[src/rtl/mc_pkg.sv]
package mc_pkg;

    localparam int INSN_W = 8;
    localparam int ADDR_W = 4;
    localparam int IMEM_D = 1 << ADDR_W;
    localparam int NREG   = 4;
    localparam int RSEL_W = $clog2(NREG);

    typedef enum logic [2:0] {
        ST_FA   = 3'd0,   // address capture
        ST_FB   = 3'd1,   // buffer load, counter advance
        ST_FC   = 3'd2,   // instruction register load
        ST_EX   = 3'd3,   // decode and commit
        ST_HALT = 3'd4
    } seq_state_e;

    typedef enum logic [1:0] {
        OP_ADD  = 2'b00,
        OP_SUB  = 2'b01,
        OP_UNI  = 2'b10,
        OP_CTRL = 2'b11
    } opcode_e;

    typedef struct packed {
        opcode_e             op;
        logic [1:0]          cc;
        logic [RSEL_W-1:0]   src;
        logic [RSEL_W-1:0]   dst;
    } insn_t;

    localparam logic [1:0] CC_SYS    = 2'b00;
    localparam logic [1:0] CC_ALWAYS = 2'b01;
    localparam logic [1:0] CC_ZERO   = 2'b10;
    localparam logic [1:0] CC_CARRY  = 2'b11;

    function automatic logic [ADDR_W-1:0] branch_target(input insn_t i);
        return {i.src, i.dst};
    endfunction

endpackage

[src/rtl/mc_seq.sv]
module mc_seq
    import mc_pkg::*;
(
    input  logic       clk,
    input  logic       rst,
    input  logic       halt_req,
    output seq_state_e st
);
    seq_state_e st_nx;

    always_comb begin
        st_nx = st;
        unique case (st)
            ST_FA:   st_nx = ST_FB;
            ST_FB:   st_nx = ST_FC;
            ST_FC:   st_nx = ST_EX;
            ST_EX:   st_nx = halt_req ? ST_HALT : ST_FA;
            ST_HALT: st_nx = ST_HALT;
            default: st_nx = ST_FA;
        endcase
    end

    always_ff @(posedge clk) begin
        if (rst) st <= ST_FA;
        else     st <= st_nx;
    end
endmodule

[src/rtl/mc_alu.sv]
module mc_alu
    import mc_pkg::*;
#(
    parameter int DATA_W = 8
) (
    input  opcode_e           op,
    input  logic              clr_sel,
    input  logic [DATA_W-1:0] a,
    input  logic [DATA_W-1:0] b,
    output logic [DATA_W-1:0] res,
    output logic              cout,
    output logic              zero
);
    logic [DATA_W:0] wide;

    always_comb begin
        wide = '0;
        unique case (op)
            OP_ADD:  wide = {1'b0, a} + {1'b0, b};
            OP_SUB:  wide = {1'b0, a} - {1'b0, b};
            OP_UNI:  wide = clr_sel ? '0 : ({1'b0, a} + 1'b1);
            default: wide = '0;
        endcase
        res  = wide[DATA_W-1:0];
        cout = wide[DATA_W];
        zero = (res == '0);
    end
endmodule

[src/rtl/mc_regfile.sv]
module mc_regfile #(
    parameter int DATA_W = 8,
    parameter int NREG   = 4,
    localparam int SEL_W = $clog2(NREG)
) (
    input  logic              clk,
    input  logic              rst,
    input  logic              we,
    input  logic [SEL_W-1:0]  wsel,
    input  logic [DATA_W-1:0] wdata,
    input  logic [SEL_W-1:0]  rsel_a,
    input  logic [SEL_W-1:0]  rsel_b,
    output logic [DATA_W-1:0] rdata_a,
    output logic [DATA_W-1:0] rdata_b
);
    logic [DATA_W-1:0] regs [NREG];

    for (genvar g = 0; g < NREG; g++) begin : g_reg
        always_ff @(posedge clk) begin
            if (rst)
                regs[g] <= '0;
            else if (we && (wsel == SEL_W'(g)))
                regs[g] <= wdata;
        end
    end

    assign rdata_a = regs[rsel_a];
    assign rdata_b = regs[rsel_b];
endmodule

[src/rtl/mc_core.sv]
module mc_core
    import mc_pkg::*;
#(
    parameter int DATA_W = 8
) (
    input  logic              clk,
    input  logic              rst,
    input  logic              imem_we,
    input  logic [3:0]        imem_waddr,
    input  logic [7:0]        imem_wdata,
    input  logic [DATA_W-1:0] sw_in,
    output logic [DATA_W-1:0] disp_out,
    output logic              done
);
    seq_state_e        st;
    logic [INSN_W-1:0] imem [IMEM_D];
    logic [ADDR_W-1:0] pc, mar;
    logic [INSN_W-1:0] mbr;
    insn_t             ir;
    logic              zf, cf;

    logic [DATA_W-1:0] opa, opb, alu_res, wr_val;
    logic              alu_c, alu_z;
    logic              is_alu, is_sys, is_br, br_go, rf_we, halt_req, in_ex;

    // instruction store write port
    always_ff @(posedge clk) begin
        if (imem_we) imem[imem_waddr] <= imem_wdata;
    end

    // decode during execute
    always_comb begin
        in_ex    = (st == ST_EX);
        is_alu   = (ir.op != OP_CTRL);
        is_sys   = (ir.op == OP_CTRL) && (ir.cc == CC_SYS);
        is_br    = (ir.op == OP_CTRL) && (ir.cc != CC_SYS);
        unique case (ir.cc)
            CC_ALWAYS: br_go = 1'b1;
            CC_ZERO:   br_go = zf;
            CC_CARRY:  br_go = cf;
            default:   br_go = 1'b0;
        endcase
        rf_we    = in_ex && (is_alu || (is_sys && ir.src[1]));
        halt_req = in_ex && is_sys && ir.src[0];
        wr_val   = is_alu ? alu_res : sw_in;
    end

    mc_seq u_seq (
        .clk      (clk),
        .rst      (rst),
        .halt_req (halt_req),
        .st       (st)
    );

    mc_regfile #(.DATA_W(DATA_W), .NREG(NREG)) u_rf (
        .clk     (clk),
        .rst     (rst),
        .we      (rf_we),
        .wsel    (ir.dst),
        .wdata   (wr_val),
        .rsel_a  (ir.dst),
        .rsel_b  (ir.src),
        .rdata_a (opa),
        .rdata_b (opb)
    );

    mc_alu #(.DATA_W(DATA_W)) u_alu (
        .op      (ir.op),
        .clr_sel (ir.cc[0]),
        .a       (opa),
        .b       (opb),
        .res     (alu_res),
        .cout    (alu_c),
        .zero    (alu_z)
    );

    // fetch register transfers, branch load, flags, display
    always_ff @(posedge clk) begin
        if (rst) begin
            pc       <= '0;
            mar      <= '0;
            mbr      <= '0;
            ir       <= '0;
            zf       <= 1'b0;
            cf       <= 1'b0;
            disp_out <= '0;
        end else begin
            unique case (st)
                ST_FA: mar <= pc;
                ST_FB: begin
                    mbr <= imem[mar];
                    pc  <= pc + 1'b1;
                end
                ST_FC: ir <= insn_t'(mbr);
                ST_EX: begin
                    if (is_br && br_go) pc <= branch_target(ir);
                    if (is_alu) begin
                        zf <= alu_z;
                        cf <= alu_c;
                    end
                end
                default: ;
            endcase
            if (rf_we) disp_out <= wr_val;
        end
    end

    assign done = (st == ST_HALT);
endmodule

[config.mk]
export PLATFORM = sky130hd
export DESIGN_NAME = mc_core
export DESIGN_NICKNAME = d
export VERILOG_FILES = /design/src/rtl/mc_pkg.sv /design/src/rtl/mc_seq.sv /design/src/rtl/mc_alu.sv /design/src/rtl/mc_regfile.sv /design/src/rtl/mc_core.sv
export SDC_FILE = /design/constraint.sdc
export NUM_CORES = 1
export LEC_CHECK = 0
export BUFFER_PORTS_ARGS = -buffer_cell sky130_fd_sc_hd__buf_4
export CORE_UTILIZATION = 47
export DETAILED_ROUTE_END_ITERATION = 12
export REMOVE_ABC_BUFFERS = 1
export SYNTH_ARGS = -nofsm -noshare
export SYNTH_HDL_FRONTEND = slang
export SYNTH_HIERARCHICAL = 1
export SYNTH_SLANG_ARGS = --single-unit
[constraint.sdc]
create_clock -name clk -period 7.8 [get_ports clk]
set_input_delay 1.17 -clock clk [delete_from_list [all_inputs] [get_ports clk]]
set_output_delay 1.17 -clock clk [all_outputs]
set_load 0.01 [all_outputs]
After elaboration in Yosys (flattened, before gate mapping)

Memories as Yosys holds them, arrays and structs flattened. A register that Yosys moved wholly into a read port is not among the register bits.
Index checks and enable logic that the tools add are counted.

Memories: 2
Input bits: 23
Logic and storage cells: 88
Output and inout bits: 9
Register bits: 29
RAM bits: 160

Bitwise logic cells: 4
Equal/unequal tests: 15
Multiplexer cells: 32
Add/sub/neg operators: 4
Reductions and logical operators: 21

Memories:

| memory    | depth | width | read ports | clocked after Yosys merged registers in | wr ports | line             | text |
|---|---|---|---|---|---|---|---|
| imem      | 16    | 8     | 1          | 1                                       | 1        | mc_core.sv:16    | `logic [INSN_W-1:0] imem [IMEM_D];` |
| u_rf.regs | 4     | 8     | 2          | 2                                       | 4        | mc_regfile.sv:16 | `logic [DATA_W-1:0] regs [NREG];` |

Operators by type and width:

| kind                | number |
|---|---|
| $mux 8              | 5 |
| $pmux 9 s3          | 1 |
| $mux 1              | 16 |
| $pmux 3 s5          | 1 |
| $eq 2x2->1 const B  | 6 |
| $logic_and 1x1->1   | 11 |
| $add 8x1->9 const B | 1 |
| $add 8x8->9         | 1 |
| $mux 9              | 1 |
| $sub 8x8->9         | 1 |
| $logic_not 8->1     | 1 |
| $mux 2              | 4 |
| $pmux 4 s2          | 1 |
| $eq 2x1->1 const B  | 3 |
| $eq 3x2->1 const B  | 2 |
| $logic_not 2->1     | 3 |
| $add 4x1->4 const B | 1 |
| $mux 4              | 1 |
| $or 1x1->1          | 4 |
| $reduce_and 2->1    | 2 |
| $reduce_bool 2->1   | 2 |
| $eq 3x1->1 const B  | 1 |
| $eq 3x3->1 const B  | 1 |
| $logic_not 3->1     | 1 |
| other kinds (5)     | 5 |

Depth between registers and ports, before layout

Depth in word-level cells: 10
Mapped depth: 16

By module

Netlist, hierarchy kept.

By module, submodules not included:

| module     | area each (um2) | cells each | times used |
|---|---|---|---|
| mc_core    | 6451.2          | 374        | 1 |
| mc_regfile | 1614.0          | 106        | 1 |
| mc_alu     | 703.2           | 101        | 1 |
| mc_seq     | 101.3           | 9          | 1 |

Least setup slack after synthesis

OpenSTA, ideal clock, no wires.

Kind: register to register
Start point: reg ir[2] (netlist name)
End point: mem u_rf.regs[3][5] (data pin)
Required time: 7.660 ns
Cell stages (with the launch flop): 17
Slack: 4.422 ns
Setup time: 0.140 ns
Arrival time: 3.237 ns
Clock period less this slack: 3.378 ns
Cells stage by stage: dfxtp_1 -> buf_6 -> mux4_2 -> inv_1 -> ha_1 -> nand2_1 -> o21ai_0 -> inv_1 -> ha_1 -> nor2b_1 -> o31a_1 -> o21a_1 -> o21a_1 -> o32ai_1 -> mux2_2 -> nand3b_1 -> nor2_1

RTL lines:

| item          | line |
|---|---|
| end, declared | mc_regfile.sv:16 |

==> qor.yml <==
vias_per_cell: 5.85
critPathKind: "flip-flop to flip-flop"
cpPeakStageDelay_ns: 0.77
synthArstFlopShare_pct: 0
grtUsageTotal_pct: 20.4
clockBufferDepth: 2
avgSynthCellArea_um2: 15.0
crit_path_end_kind: "flip-flop"
hold_path.class: "flip-flop to flip-flop"
ys_types: 58
synth_top_area_share_pct: 54.2
die_width_um: 139
ff2ff_setup_slack_ns: 3.63
yosysSeqAreaShare_pct: 62.5
post_cts_resized: 0
cts_tree: "yes"
layout_setup_ws_ns: 3.63
cp_max_fo: 11
drive_gt1_share_pct: 21.4
r2r_start: "ir[2]"
seqCellArea_mm2: 0.00555
wl_met1_um: 7950
slew-limit-headroom_pct: 33.2
n_antenna_cell: 0
powerDensity_mw_per_mm2: 238
maxCapViolCount: 0
dpl.cell_count: 829
pre_cts_slack_ns: 3.66
vias: 5037
drt_first_iter_violations: 398
switching_share_pct: 24.8
worstSkewPairLatency_ns: 0.44
wl_met3_um: 600
tns_ns: 0
setup_viol: 0
ant_nets: 0
pwr-share-seq_pct: 50.4
top_layer: "met4"
ys.flop_type: "edfxtp_1"
power.switching_mw: 0.584
final_nets: 654
grt_setup_unrepaired: "no"
grt_pass1_vias: 5075
syn_inst: 590
cp_data_required_time_ns: 8.08
synth.area.top_cells: "edfxtp_1 (54%), mux4_2 (12%), dfxtp_1 (8.4%), mux2i_1 (4.3%), nor2_1 (4.1%)"
crit_arrival_ns: 4.45
antenna_found_initial: 0
cts_made_buffers: 17
cts_hold_buf: 0
h-tree-depth: 4
combPwrFrac_pct: 10.6
min_period_ns: 4.17
finalHoldViolations: 0
cp-start-kind: "flip-flop"
hold_depth: 1
min_from: "mbr[6]"
ir_worst_vdd_mv: 0.166
fp-row-count: 49
grt_max_degree: 44
fmax_ghz: 0.240
fill_cells: 1461
boundaryPins: 32
clkPwrFrac_pct: 39.0
cpMaxStageDelayCell: "dfxtp_1"
synth_area_mm2: 0.00887
cts-root-buf: "clkbuf_16"
dp_hpwl_um: 12300
initial_utilization_pct: 48.7
die_height_um: 139
yosysTopAreaCell: "edfxtp_1"
cts_setup_buffers: 0
route.detailed.drc: 0
path_clk_slew_ns: 0.07
synth_edf_count: 160
first_pass_iters: 4
ys_ff_latch: 197
drv_slew: 0
fp.coreArea_mm2: 0.0182
fin_crit_sh_pct: 53.5
cp_cell_sequence: "mux4_2 > inv_1 > ha_1 > nand2_1 > o21ai_0 > fa_1 > nand2b_1 > a21oi_1 > o21a_1 > nor3_1 > o32ai_1 > mux2_2 > nand3b_1 > nor2_1"
outcome: "finished clean"
grt_pass1_wl_um: 29000
reg2reg_depth: 14
place_congestion: 0.833
die-area_mm2: 0.0194
worstMarginPinSlew_ns: 1.00
p_leak_nw: 3.29
intPower_mw: 1.77
ys_warn_count: 6
multi_input_area_mm2: 0.00310
cts_sinks: 197
finClkSkew_ns: 0.0123
numPortBuffers: 31
wl_per_cell_um: 21.6
holdPathEnd: "mbr[6]"
synthToLayoutAreaGrowth_pct: 11.6
wl_met2_um: 9590
r2r-end: "u_rf/regs[3][6]"
stdcell_count: 861
grt_overflow: 0
wl_um: 18600
state kept, by name (all words and copies together) (netlist names):
register   count
zf             1
disp_out       8
imem         128
cf             1
pc             4
ir             8
mar            4
mbr            8
u_seq/st       3
u_rf/regs     32
how the worst max path moves through the flow:
stage / slack, ns / endpoint / start / depth (start not counted)
final: 3.63 / u_rf/regs[3][6] / ir[2] / 14
after global routing: 3.35 / u_rf/regs[3][6] / ir[2] / 14
after CTS: 3.64 / u_rf/regs[3][6] / ir[2] / 14
after detailed placement: 3.66 / u_rf/regs[3][6] / ir[2] / 14
after global placement: 3.79 / u_rf/regs[1][6] / ir[2] / 14
after floorplan: 4.24 / u_rf/regs[3][5] / ir[2] / 15
worst max-delay path, delay by kind of cell, from the launching register on:
kind / cells / cell delay, ns
flip-flops: 1 / 0.77
adder cells (fa/ha/maj): 2 / 0.68
multiplexers: 2 / 0.89
AND/OR/NAND/NOR: 5 / 0.60
buffers and inverters: 1 / 0.10
AO/OA/AOI/OAI: 4 / 0.97
cell usage after synthesis, drive strengths merged (6+ instances only):
| library cell | number |
|---|---|
| a211o | 8 |
| a21oi | 8 |
| buf | 18 |
| clkbuf | 11 |
| dfxtp | 37 |
| edfxtp | 160 |
| ha | 11 |
| inv | 11 |
| mux2 | 9 |
| mux2i | 38 |
| mux4 | 48 |
| nand2 | 13 |
| nand2b | 9 |
| nand3b | 10 |
| nor2 | 97 |
| nor3 | 15 |
| o21a | 6 |
| o21ai | 6 |
| xor2 | 10 |
per-layer routing:
metal	up-vias	global-route usage [%]
met3	32	3.27
li1	2350	-
met5	-	0
met1	2550	25.4
met4	0	9.88
met2	105	35.0
power groups by stage:
stage	Combinational, mW	Sequential (mW)	Clock (mW)
floorplan	0.168	1.21	0
global placement	0.243	1.21	0
detailed placement	0.248	1.21	0
CTS	0.250	1.19	0.930
global route	0.272	1.19	0.972
finish	0.248	1.19	0.919
kinds of logic after synthesis:
group           Yosys count  synth area share (%)
fa+ha+maj                12                  1.78
mux                      95                  17.7
flops                   197                  62.5
compound gates           56                  4.63
xor+xnor                 15                  1.48
simple gates            175                  9.41
buf+inv                  40                  2.52
layout by cell type, fill, tap and decap left out, types with 3 or more instances in the layout:
| cell | n |
|---|---|
| a211o_1 | 8 |
| a21oi_1 | 8 |
| buf_4 | 39 |
| clkbuf_16 | 17 |
| clkinv_8 | 3 |
| dfxtp_1 | 36 |
| edfxtp_1 | 160 |
| ha_1 | 11 |
| inv_1 | 11 |
| inv_6 | 5 |
| inv_8 | 3 |
| mux2_2 | 9 |
| mux2i_1 | 38 |
| mux4_2 | 47 |
| nand2_1 | 12 |
| nand2b_1 | 9 |
| nand3_1 | 5 |
| nand3b_1 | 10 |
| nand4_1 | 3 |
| nor2_1 | 97 |
| nor2b_1 | 4 |
| nor3_1 | 15 |
| nor3b_1 | 3 |
| o21a_1 | 5 |
| o21ai_0 | 6 |
| o21bai_1 | 4 |
| o22ai_1 | 3 |
| o31ai_1 | 3 |
| o32ai_1 | 5 |
| or3_1 | 4 |
| xnor2_1 | 5 |
| xor2_1 | 10 |
stage by stage:
stage	util [%]	area, um2	power, mW	hold slack, ns
6_report	54.3	9890	2.35	0.478
3_3_place_gp	50.9	9270	1.45	0.449
5_1_grt	54.3	9890	2.44	0.500
3_5_place_dp	50.9	9270	1.46	0.468
4_1_cts	54.3	9890	2.37	0.480
2_1_floorplan	-	8690	1.38	0.435
layout make-up:
class / instances / share of cell area [%]
clock buffer: 17 / 4.30
clock inverter: 15 / 2.04
inverter: 11 / 0.417
multi-input combinational: 353 / 31.3
sequential: 197 / 56.1
tap: 229 / 2.90
timing repair buffer: 39 / 2.96
(Power assumes the default switching activity.)
